$ cat src/rtl/aud_ser_pkg.sv
package aud_ser_pkg;

  typedef enum logic [1:0] {
    FMT_OFFSET = 2'b00,
    FMT_RSV_A  = 2'b01,
    FMT_RJUST  = 2'b10,
    FMT_RSV_B  = 2'b11
  } ser_fmt_e;

  localparam int unsigned WL_W = 6;

  function automatic logic [WL_W-1:0] wlen_bits(input logic [1:0] code);
    case (code)
      2'b00:   return WL_W'(16);
      2'b01:   return WL_W'(20);
      2'b10:   return WL_W'(24);
      default: return WL_W'(32);
    endcase
  endfunction

  function automatic logic fmt_is_live(input ser_fmt_e f);
    return (f == FMT_OFFSET) || (f == FMT_RJUST);
  endfunction

endpackage

$ cat src/rtl/aud_ser_edge.sv
module aud_ser_edge #(
  parameter int unsigned SLOT_W = 8
) (
  input  logic              clk,
  input  logic              rst_n,
  input  logic              bclk,
  input  logic              wclk,
  input  logic              bclk_inv,
  output logic              launch,
  output logic              frame_start,
  output logic [SLOT_W-1:0] slot_now
);
  localparam logic [SLOT_W-1:0] SLOT_MAX = {SLOT_W{1'b1}};

  logic              bclk_q;
  logic              wclk_last;
  logic [SLOT_W-1:0] slot_q;
  logic              new_half;

  always_comb begin
    if (bclk_inv) launch = bclk & ~bclk_q;
    else          launch = ~bclk & bclk_q;
  end

  assign new_half    = launch && (wclk != wclk_last);
  assign frame_start = new_half && wclk;

  always_comb begin
    if (new_half)              slot_now = '0;
    else if (slot_q == SLOT_MAX) slot_now = slot_q;
    else                       slot_now = slot_q + SLOT_W'(1);
  end

  always_ff @(posedge clk) begin
    if (!rst_n) begin
      bclk_q    <= 1'b0;
      wclk_last <= 1'b1;
      slot_q    <= '0;
    end else begin
      bclk_q <= bclk;
      if (launch) begin
        wclk_last <= wclk;
        slot_q    <= slot_now;
      end
    end
  end

  AST_SLOT_RESTART: assert property (@(posedge clk) disable iff (!rst_n)
    frame_start |=> (slot_q == '0));

  AST_SLOT_QUIET: assert property (@(posedge clk) disable iff (!rst_n)
    !launch |=> $stable(slot_q));

endmodule

$ cat src/rtl/aud_ser_latch.sv
module aud_ser_latch
  import aud_ser_pkg::*;
#(
  parameter int unsigned SAMPLE_W = 32,
  parameter int unsigned SLOT_W   = 8
) (
  input  logic                clk,
  input  logic                rst_n,
  input  logic                frame_start,
  input  logic [1:0]          cfg_fmt,
  input  logic [1:0]          cfg_wlen,
  input  logic [SLOT_W-1:0]   cfg_offset,
  input  logic [SLOT_W-1:0]   cfg_half_bits,
  input  logic                cfg_hiz_idle,
  input  logic                s_valid,
  input  logic [SAMPLE_W-1:0] s_left,
  input  logic [SAMPLE_W-1:0] s_right,
  output ser_fmt_e            eff_fmt,
  output logic [WL_W-1:0]     eff_wl,
  output logic [SLOT_W-1:0]   eff_off,
  output logic [SLOT_W-1:0]   eff_hb,
  output logic                eff_hiz,
  output logic                eff_err,
  output logic                eff_framed,
  output logic [SAMPLE_W-1:0] eff_left,
  output logic [SAMPLE_W-1:0] eff_right,
  output logic                err_q
);
  localparam int unsigned SW = SLOT_W + 1;

  ser_fmt_e          fmt_q;
  logic [WL_W-1:0]   wl_q;
  logic [SLOT_W-1:0] off_q, hb_q;
  logic              hiz_q, framed_q;

  logic [WL_W-1:0]   wl_in;
  logic              err_in;
  logic [SW-1:0]     wl_x, off_x, hb_x;

  assign wl_in = wlen_bits(cfg_wlen);
  assign wl_x  = SW'(wl_in);
  assign off_x = SW'(cfg_offset);
  assign hb_x  = SW'(cfg_half_bits);

  always_comb begin
    case (ser_fmt_e'(cfg_fmt))
      FMT_RJUST:  err_in = hb_x < wl_x;
      FMT_OFFSET: err_in = (off_x + wl_x) > hb_x;
      default:    err_in = 1'b0;
    endcase
  end

  always_ff @(posedge clk) begin
    if (!rst_n) begin
      fmt_q    <= FMT_RSV_A;
      wl_q     <= WL_W'(16);
      off_q    <= '0;
      hb_q     <= '0;
      hiz_q    <= 1'b0;
      err_q    <= 1'b0;
      framed_q <= 1'b0;
    end else if (frame_start) begin
      fmt_q    <= ser_fmt_e'(cfg_fmt);
      wl_q     <= wl_in;
      off_q    <= cfg_offset;
      hb_q     <= cfg_half_bits;
      hiz_q    <= cfg_hiz_idle;
      err_q    <= err_in;
      framed_q <= 1'b1;
    end
  end

  // one holding register per channel
  logic [SAMPLE_W-1:0] samp_in [2];
  logic [SAMPLE_W-1:0] samp_q  [2];
  logic [SAMPLE_W-1:0] samp_eff[2];

  assign samp_in[0] = s_left;
  assign samp_in[1] = s_right;

  for (genvar ch = 0; ch < 2; ch++) begin : g_chan
    always_ff @(posedge clk) begin
      if (!rst_n)           samp_q[ch] <= '0;
      else if (frame_start) samp_q[ch] <= s_valid ? samp_in[ch] : '0;
    end
    assign samp_eff[ch] = frame_start ? (s_valid ? samp_in[ch] : '0) : samp_q[ch];
  end

  assign eff_left   = samp_eff[0];
  assign eff_right  = samp_eff[1];
  assign eff_fmt    = frame_start ? ser_fmt_e'(cfg_fmt) : fmt_q;
  assign eff_wl     = frame_start ? wl_in         : wl_q;
  assign eff_off    = frame_start ? cfg_offset    : off_q;
  assign eff_hb     = frame_start ? cfg_half_bits : hb_q;
  assign eff_hiz    = frame_start ? cfg_hiz_idle  : hiz_q;
  assign eff_err    = frame_start ? err_in        : err_q;
  assign eff_framed = frame_start | framed_q;

  AST_CFG_HELD: assert property (@(posedge clk) disable iff (!rst_n)
    !frame_start |=> ($stable(wl_q) && $stable(fmt_q) && $stable(hiz_q)));

  AST_ERR_HELD: assert property (@(posedge clk) disable iff (!rst_n)
    !frame_start |=> $stable(err_q));

endmodule

$ cat src/rtl/aud_ser_slot.sv
module aud_ser_slot
  import aud_ser_pkg::*;
#(
  parameter int unsigned SAMPLE_W = 32,
  parameter int unsigned SLOT_W   = 8
) (
  input  logic                clk,
  input  logic                rst_n,
  input  logic                launch,
  input  logic                left_half,
  input  logic [SLOT_W-1:0]   slot_now,
  input  ser_fmt_e            eff_fmt,
  input  logic [WL_W-1:0]     eff_wl,
  input  logic [SLOT_W-1:0]   eff_off,
  input  logic [SLOT_W-1:0]   eff_hb,
  input  logic                eff_hiz,
  input  logic                eff_err,
  input  logic                eff_framed,
  input  logic [SAMPLE_W-1:0] eff_left,
  input  logic [SAMPLE_W-1:0] eff_right,
  output logic                sd_out,
  output logic                sd_oe
);
  localparam int unsigned SW    = SLOT_W + 1;
  localparam int unsigned IDX_W = $clog2(SAMPLE_W);

  logic [SW-1:0]       wl_x, slot_x, start, rel, idx_full;
  logic [IDX_W-1:0]    idx;
  logic                in_win, silent;
  logic [SAMPLE_W-1:0] word;
  logic                sd_nxt, oe_nxt;

  assign wl_x   = SW'(eff_wl);
  assign slot_x = SW'(slot_now);
  assign start  = (eff_fmt == FMT_RJUST) ? (SW'(eff_hb) - wl_x) : SW'(eff_off);
  assign in_win = (slot_x >= start) && (slot_x < (start + wl_x));
  assign rel      = slot_x - start;
  assign idx_full = wl_x - SW'(1) - rel;
  assign idx      = idx_full[IDX_W-1:0];
  assign word     = left_half ? eff_left : eff_right;
  assign silent   = !eff_framed || eff_err || !fmt_is_live(eff_fmt);

  always_comb begin
    if (silent) begin
      sd_nxt = 1'b0;
      oe_nxt = 1'b0;
    end else if (in_win) begin
      sd_nxt = word[idx];
      oe_nxt = 1'b1;
    end else begin
      sd_nxt = 1'b0;
      oe_nxt = !eff_hiz;
    end
  end

  always_ff @(posedge clk) begin
    if (!rst_n) begin
      sd_out <= 1'b0;
      sd_oe  <= 1'b0;
    end else if (launch) begin
      sd_out <= sd_nxt;
      sd_oe  <= oe_nxt;
    end
  end

  AST_OFF_IS_ZERO: assert property (@(posedge clk) disable iff (!rst_n)
    !sd_oe |-> !sd_out);

endmodule

$ cat src/rtl/aud_ser_tx.sv
module aud_ser_tx
  import aud_ser_pkg::*;
#(
  parameter int unsigned SAMPLE_W = 32,
  parameter int unsigned SLOT_W   = 8
) (
  input  logic                clk,
  input  logic                rst_n,
  input  logic                bclk,
  input  logic                wclk,
  input  logic [1:0]          cfg_fmt,
  input  logic [1:0]          cfg_wlen,
  input  logic [SLOT_W-1:0]   cfg_offset,
  input  logic [SLOT_W-1:0]   cfg_half_bits,
  input  logic                cfg_bclk_inv,
  input  logic                cfg_hiz_idle,
  input  logic                s_valid,
  output logic                s_ready,
  input  logic [SAMPLE_W-1:0] s_left,
  input  logic [SAMPLE_W-1:0] s_right,
  output logic                sd_out,
  output logic                sd_oe,
  output logic                err_frame
);
  logic              launch, frame_start;
  logic [SLOT_W-1:0] slot_now;
  ser_fmt_e          eff_fmt;
  logic [WL_W-1:0]   eff_wl;
  logic [SLOT_W-1:0] eff_off, eff_hb;
  logic              eff_hiz, eff_err, eff_framed;
  logic [SAMPLE_W-1:0] eff_left, eff_right;

  aud_ser_edge #(.SLOT_W(SLOT_W)) edge_i (
    .clk(clk), .rst_n(rst_n), .bclk(bclk), .wclk(wclk), .bclk_inv(cfg_bclk_inv),
    .launch(launch), .frame_start(frame_start), .slot_now(slot_now)
  );

  aud_ser_latch #(.SAMPLE_W(SAMPLE_W), .SLOT_W(SLOT_W)) latch_i (
    .clk(clk), .rst_n(rst_n), .frame_start(frame_start),
    .cfg_fmt(cfg_fmt), .cfg_wlen(cfg_wlen), .cfg_offset(cfg_offset),
    .cfg_half_bits(cfg_half_bits), .cfg_hiz_idle(cfg_hiz_idle),
    .s_valid(s_valid), .s_left(s_left), .s_right(s_right),
    .eff_fmt(eff_fmt), .eff_wl(eff_wl), .eff_off(eff_off), .eff_hb(eff_hb),
    .eff_hiz(eff_hiz), .eff_err(eff_err), .eff_framed(eff_framed),
    .eff_left(eff_left), .eff_right(eff_right), .err_q(err_frame)
  );

  aud_ser_slot #(.SAMPLE_W(SAMPLE_W), .SLOT_W(SLOT_W)) slot_i (
    .clk(clk), .rst_n(rst_n), .launch(launch), .left_half(wclk), .slot_now(slot_now),
    .eff_fmt(eff_fmt), .eff_wl(eff_wl), .eff_off(eff_off), .eff_hb(eff_hb),
    .eff_hiz(eff_hiz), .eff_err(eff_err), .eff_framed(eff_framed),
    .eff_left(eff_left), .eff_right(eff_right), .sd_out(sd_out), .sd_oe(sd_oe)
  );

  assign s_ready = frame_start;

  AST_ERR_SILENT: assert property (@(posedge clk) disable iff (!rst_n)
    err_frame |-> (!sd_oe && !sd_out));

  AST_OUT_HOLD: assert property (@(posedge clk) disable iff (!rst_n)
    !launch |=> ($stable(sd_out) && $stable(sd_oe)));

  AST_READY_IN_LEFT: assert property (@(posedge clk) disable iff (!rst_n)
    s_ready |-> wclk);

endmodule

$ cat config.mk
export PLATFORM = sky130hd
export DESIGN_NAME = aud_ser_tx
export DESIGN_NICKNAME = d
export VERILOG_FILES = /design/src/rtl/aud_ser_pkg.sv /design/src/rtl/aud_ser_edge.sv /design/src/rtl/aud_ser_latch.sv /design/src/rtl/aud_ser_slot.sv /design/src/rtl/aud_ser_tx.sv
export SDC_FILE = /design/constraint.sdc
export NUM_CORES = 1
export LEC_CHECK = 0
export CORE_MARGIN = 5
export CORE_UTILIZATION = 56
export CTS_CLUSTER_SIZE = 16
export DETAILED_ROUTE_END_ITERATION = 8
export PLACE_DENSITY = 0.78
export SLEW_MARGIN = 20
export SYNTH_ARGS = -nofsm -noshare
export SYNTH_HDL_FRONTEND = slang
export SYNTH_HIERARCHICAL = 1
export SYNTH_SLANG_ARGS = --single-unit
$ cat constraint.sdc
create_clock -name clk -period 16.7 [get_ports clk]
set_input_delay 1.67 -clock clk [delete_from_list [all_inputs] [get_ports clk]]
set_output_delay 1.67 -clock clk [all_outputs]
set_load 0.01 [all_outputs]
# Word level (Yosys, flattened, before mapping)
# Memory sizes are Yosys's and may differ from the RTL's.
# Cells that the tools add are included.
[word_totals] reg_bits=39 ramBits=64 out_inout_bits=4 elab_cells=79 memories=1
[op_classes] add_sub_neg=7 order_cmp=5 eq_ne=6 muxes=29 n_bitwise=7 n_reduce_logical=12
[mem_list] name="latch_i.samp_q" depth=2 word_bits=32 rd=2 rd_ports_with_merged_regs=0 write_ports=2 line_no="aud_ser_latch.sv:75" text="logic [SAMPLE_W-1:0] samp_q [2];"
[op_table] op="32-bit two-way mux" count=7
[op_table] op="8-bit two-way mux" count=4
[op_table] op="6-bit case mux with 3 select lines" count=1
[op_table] op="1-bit two-way mux" count=12
[op_table] op="5-bit subtractor" count=2
[op_table] op="8-bit by 6-bit adder with 9-bit output" count=1
[op_table] op="9-bit by 6-bit adder with 9-bit output" count=1
[op_table] op="8-bit by 9-bit greater-or-equal comparator with 1-bit output" count=1
[op_table] op="9-bit by 8-bit greater-than comparator with 1-bit output" count=1
[op_table] op="8-bit by 9-bit less-than comparator with 1-bit output" count=1
[op_table] op="9-bit two-way mux" count=1
[op_table] op="8-bit by 6-bit subtractor with 9-bit output" count=1
[op_table] op="8-bit by 1-bit adder with 8-bit output, second input constant" count=1
[op_table] op="8-bit equality test, second input constant" count=1
[op_table] op="8-bit by 6-bit less-than comparator with 1-bit output" count=1
[op_table] op="2-bit equality test, second input constant" count=3
[op_table] op="2-bit logical NOT" count=3
[op_table] op="5-bit by 6-bit less-than comparator with 1-bit output, second input constant" count=1
[op_table] op="6-bit two-way mux" count=1
[op_table] op="1-bit binary-select mux with 5-bit select" count=1
[op_table] op="5-bit by 1-bit subtractor with 5-bit output, second input constant" count=1
[op_table] op="1-bit logical AND" count=3
[op_table] op="1-bit logical NOT" count=3
[op_table] op="1-bit logical OR" count=3
[op_table] op="other kinds (7)" count=11

# Logic depth before layout (Yosys ltp)
[depth] ltp_word=14 depth_mapped=26 depth_no_buf=23

# Modules after synthesis
# The synthesis kept the hierarchy.
[modules_own_cells] module="aud_ser_latch" n_inst=1 cells_per_inst=376 area_per_inst_um2=4495.6 seq_area_each_um2=2462.4
[modules_own_cells] module="aud_ser_slot" n_inst=1 cells_per_inst=195 area_per_inst_um2=1840.5 seq_area_each_um2=40.0
[modules_own_cells] module="aud_ser_edge" n_inst=1 cells_per_inst=91 area_per_inst_um2=735.7 seq_area_each_um2=200.2

# Least setup slack after synthesis
# No wires, ideal clock.
[synth_timing] path_kind="input to register" from="in bclk" to="reg slot_i.sd_out" setup_ns=0.084 arrival_ns=6.592 path_slack_ns=10.023 stages=22 n_path_buf=3 path_cell_list="or3b_1 > and2_4 > buf_6 > nor3b_1 > buf_2 > mux2_1 > inv_1 > ha_1 > inv_1 > fa_1 > mux2_2 > fa_1 > ha_1 > inv_1 > fa_1 > clkbuf_1 > nor2b_1 > a22oi_1 > a31oi_1 > a21oi_1 > mux2_1 > o31ai_2"
[synth_between] elab_chain_cells=14
[synth_rtl] item="start, declared" line_no="aud_ser_tx.sv:9" text="input logic bclk,"
[synth_rtl] item="1-bit inverter" line_no="aud_ser_edge.sv:22" text="else launch = ~bclk & bclk_q;"
[synth_rtl] item="1-bit bitwise AND" line_no="aud_ser_edge.sv:22"
[synth_rtl] item="1-bit two-way mux (*)" line_no="aud_ser_edge.sv:21" text="if (bclk_inv) launch = bclk & ~bclk_q;"
[synth_rtl] item="1-bit logical AND (*)" line_no="aud_ser_edge.sv:25" text="assign new_half = launch && (wclk != wclk_last);"
[synth_rtl] item="1-bit logical AND (*)" line_no="aud_ser_edge.sv:26" text="assign frame_start = new_half && wclk;"
[synth_rtl] item="via s_ready" line_no="aud_ser_tx.sv:18" text="output logic s_ready,"
[synth_rtl] item="8-bit two-way mux (*)" line_no="aud_ser_latch.sv:94" text="assign eff_hb = frame_start ? cfg_half_bits : hb_q;"
[synth_rtl] item="via eff_hb[0]" line_no="aud_ser_tx.sv:29" text="logic [SLOT_W-1:0] eff_off, eff_hb;"
[synth_rtl] item="8-bit by 6-bit subtractor with 9-bit output (*)" line_no="aud_ser_slot.sv:35" text="assign start = (eff_fmt == FMT_RJUST) ? (SW'(eff_hb) - wl_x) : SW'(eff_off);"
[synth_rtl] item="9-bit two-way mux (*)" line_no="aud_ser_slot.sv:35"
[synth_rtl] item="5-bit subtractor" line_no="aud_ser_slot.sv:37" text="assign rel = slot_x - start;"
[synth_rtl] item="5-bit subtractor" line_no="aud_ser_slot.sv:38" text="assign idx_full = wl_x - SW'(1) - rel;"
[synth_rtl] item="1-bit binary-select mux with 5-bit select" line_no="aud_ser_slot.sv:48" text="sd_nxt = word[idx];"
[synth_rtl] item="1-bit two-way mux (not written as such)" line_no="aud_ser_slot.sv:48"
[synth_rtl] item="1-bit two-way mux (*)" line_no="aud_ser_slot.sv:47" text="end else if (in_win) begin"
[synth_rtl] item="1-bit two-way mux (*)" line_no="aud_ser_slot.sv:44" text="if (silent) begin"
[synth_rtl] item="end signal, assigned" line_no="aud_ser_slot.sv:61" text="sd_out <= sd_nxt;"
[synth_rtl] item="end, declared" line_no="aud_ser_slot.sv:21" text="output logic sd_out,"
# Mark *: on every way through the listed nets, which the timed path passes. The rest lies on a longest branch. The select of a mux whose other input is x is not followed.
# A chain may end at the register's enable or synchronous reset.

# Final worst setup path
[layout_timing] from="in bclk" to="reg slot_i.sd_out"
[layout_between] elab_chain_cells=14
[layout_rtl] item="1-bit inverter" line_no="aud_ser_edge.sv:22"
[layout_rtl] item="1-bit bitwise AND" line_no="aud_ser_edge.sv:22"
[layout_rtl] item="1-bit two-way mux (*)" line_no="aud_ser_edge.sv:21"
[layout_rtl] item="1-bit logical AND (*)" line_no="aud_ser_edge.sv:25"
[layout_rtl] item="1-bit logical AND (*)" line_no="aud_ser_edge.sv:26"
[layout_rtl] item="8-bit two-way mux (*)" line_no="aud_ser_latch.sv:94"
[layout_rtl] item="via eff_hb[0]" line_no="aud_ser_tx.sv:29"
[layout_rtl] item="8-bit by 6-bit subtractor with 9-bit output (*)" line_no="aud_ser_slot.sv:35"
[layout_rtl] item="9-bit two-way mux (*)" line_no="aud_ser_slot.sv:35"
[layout_rtl] item="5-bit subtractor" line_no="aud_ser_slot.sv:37"
[layout_rtl] item="5-bit subtractor" line_no="aud_ser_slot.sv:38"
[layout_rtl] item="1-bit binary-select mux with 5-bit select" line_no="aud_ser_slot.sv:48"
[layout_rtl] item="1-bit two-way mux (not written as such)" line_no="aud_ser_slot.sv:48"
[layout_rtl] item="1-bit two-way mux (*)" line_no="aud_ser_slot.sv:47"
[layout_rtl] item="1-bit two-way mux (*)" line_no="aud_ser_slot.sv:44"
# Marked as above.

==> results.cfg <==
[status]
outcome = complete, no violations

[floorplan]
initial_core_util_pct = 56.50
core_area_sq_mm = 0.01252
boundaryPins = 95
die_area_sq_mm = 0.01498
num_rows = 41
die_h_microns = 122.4
die_x_microns = 122.4

[run]
drv_cap = 0

[final_layout]
finish.instance_area_sq_mm = 0.008312
fin_cells = 902
antennaDiodeCount = 0
n_fill_cell = 1024
drive_above_1_share_pct = 6.712
area_growth_pct = 17.53
final_nets = 871
final_common_cell = clkdlybuf4s50_1
mostFrequentLayoutCells = clkdlybuf4s50_1 (93), and3_1 (65), a22o_1 (65)

[placed_design]
dp.cells = 885
dp.final_hpwl_mm = 11.60
dpl_worst_slack_ns = 9.567
dpl_cell_area_sq_mm = 0.008023
gp_congestion = 0.8513
port_buffers = 94

[clocking]
cts_tree = yes
cts_num_sinks = 103
cts-root-buf = clkbuf_16
cts-resized-gates = 0
post-cts-setup-buffer-count = 0
cts-buffers-inserted = 9
cts.clk_slew.worst_paths_ns = 0.07
hold_buffers = 0
clock_path_buffers = 2
worstSkewPairLatency_ns = 0.36
htreeDepth = 3

[synth]
synth-seq-area-share_pct = 38.22
synthArstFlopShare_pct = 0
synthFlopType = edfxtp_1
postSynthCellCount = 662
ys_ff_latch = 103
netlist_area_sq_mm = 0.007072
synth-edff-count = 64
synth_nets = 808
synth_cell_types = 71
synth.avg_cell_area_sq_um = 10.68
ys_warn_count = 6

[drt]
drtPass1Iterations = 5
vias_per_cell = 5.977
antenna_left = 0
vias = 5391
wl_mm = 16.32
route.detailed.drc = 0
drt_iter0_drc = 268
wl_per_cell_microns = 18.09

[power_and_ir_drop]
pwr-share-clk_pct = 34.2
switchingPower_uw = 146.3
seq_power_share_pct = 48.4
p_comb_share_pct = 17.4
p_per_area_mw_per_mm2 = 69.56
vdd_drop_max_mv = 0.05140
internal-power_uw = 431.8
swShare_pct = 25.31
p_leak_uw = 0.003518

[global_routing]
grt_first_pass_wirelength_mm = 26.48
grt_use_total_pct = 22.28
antenna_found_initial = 0
first_global_vias = 5453
grt_max_degree = 129
grt_overflow_total = 0

[setup_path]
timing_worst_setup_path_type = in2reg
critPathRequiredTime_ns = 16.97
arrival_ns = 7.03
worstPathMaxFanout = 30
startpoint_type = primary input
critPathCaptureType = flip-flop

[worst_hold_path]
hold_path.class = reg2reg

[timing]
finalCritPeriodShare_pct = 40.48
fin_tns_setup_ns = 0
hold_viol = 0
slew-limit-headroom_pct = 39.16
skew_ns = 0.009477
tightest_slew_ns = 0.9127
min_period_ns = 6.760
finalMaxSlewViolations = 0
max_freq_mhz = 147.9
setup_viol = 0
setup_ws_ns = 9.940
grt_setup_unrepaired = no
## stage by stage
step	hold slack [ns]	utilization, %	power [uW]
global route	0.4540	66.40	601.1
CTS	0.4411	66.23	581.4
finish	0.4402	66.40	578.1
global placement	0.4287	64.09	382.9
floorplan	0.4167	-	345.6
detailed placement	0.4321	64.09	385.4
## path summary, 6_finish.rpt
kind	start	end	slack (ns)	cells after the start
worst max-delay path	bclk	slot_i/sd_out	9.94	21
worst min-delay path	latch_i/wl_q[0]	latch_i/wl_q[0]	0.44	2
worst max register to register	edge_i/bclk_q	slot_i/sd_out	11.40	20
worst min register to register	latch_i/wl_q[0]	latch_i/wl_q[0]	0.44	2
## synthesized netlist by cell type, types with 15 or more instances
| cell | count | area (sq um) |
|---|---|---|
| a22o_1 | 65 | 569.3 |
| and3_1 | 65 | 406.6 |
| edfxtp_1 | 64 | 1922 |
| ha_1 | 47 | 588.1 |
| inv_1 | 43 | 161.4 |
| dfxtp_1 | 39 | 780.8 |
| clkbuf_1 | 26 | 97.59 |
| nand2_1 | 25 | 93.84 |
| and2_1 | 23 | 143.9 |
| nor2_1 | 23 | 86.33 |
| mux2_1 | 22 | 247.7 |
| a21oi_1 | 19 | 95.09 |
| xnor2_1 | 15 | 131.4 |
## state kept, by name (all words and copies together), names as in the netlist
register,cells
latch_i/err_q,1
latch_i/samp_q,64
edge_i/wclk_last,1
latch_i/off_q,8
edge_i/bclk_q,1
latch_i/hb_q,8
slot_i/sd_out,1
edge_i/slot_q,8
latch_i/hiz_q,1
latch_i/wl_q,6
latch_i/fmt_q,2
latch_i/framed_q,1
slot_i/sd_oe,1
## area by class of cell
| cell class | count | area, sq um | share of cell area, % |
|---|---|---|---|
| Multi-Input combinational cell | 467 | 3958 | 47.61 |
| Clock inverter | 5 | 35.03 | 0.4215 |
| Inverter | 45 | 182.7 | 2.198 |
| Sequential cell | 103 | 2703 | 32.52 |
| Timing Repair Buffer | 99 | 985.9 | 11.86 |
| Tap cell | 172 | 215.2 | 2.589 |
| Clock buffer | 11 | 232.7 | 2.800 |
## per-layer routing
layer  vias to the layer above  track usage (%)  part of all wire (%)
met3                        24            3.825                   5.1
met1                      2589            28.94                    44
met2                       156            37.20                    49
met4                         0            8.747                   2.2
li1                       2622                -                     -
met5                         -                0                     0
## logic make-up after synthesis
logic type	after synthesis	synth area share (%)
AOI/OAI and AO/OA	153	16.84
xor gates and xnor gates	22	2.725
adders and majority gates	55	10.58
buffers and inverters	92	5.962
DFF	103	38.22
muxes	45	10.24
and+or+nand+nor	192	15.43
## worst max-delay path, stage by stage
cell	delay [ns]
clkdlybuf4s50_1	0.43
or3b_1	0.38
and2_4	0.19
nor3b_2	0.16
buf_4	0.37
mux2_1	0.38
inv_1	0.06
ha_1	0.15
inv_1	0.05
fa_1	0.40
xnor2_1	0.18
o21ai_0	0.17
fa_1	0.59
inv_1	0.07
fa_1	0.74
nor2b_1	0.22
a22oi_1	0.09
a31oi_1	0.15
a21oi_1	0.06
mux2_1	0.32
o31ai_2	0.20
## power by group through the flow
| stage | registers [uW] | clock network (uW) | logic, uW |
|---|---|---|---|
| after floorplan | 285 | 0 | 60.4 |
| after global placement | 285 | 0 | 97.7 |
| after detailed placement | 286 | 0 | 99.7 |
| after CTS | 280 | 201 | 100 |
| after global routing | 281 | 211 | 110 |
| final | 280 | 198 | 101 |
No activity file was read; power rests on OpenSTA's default activity.
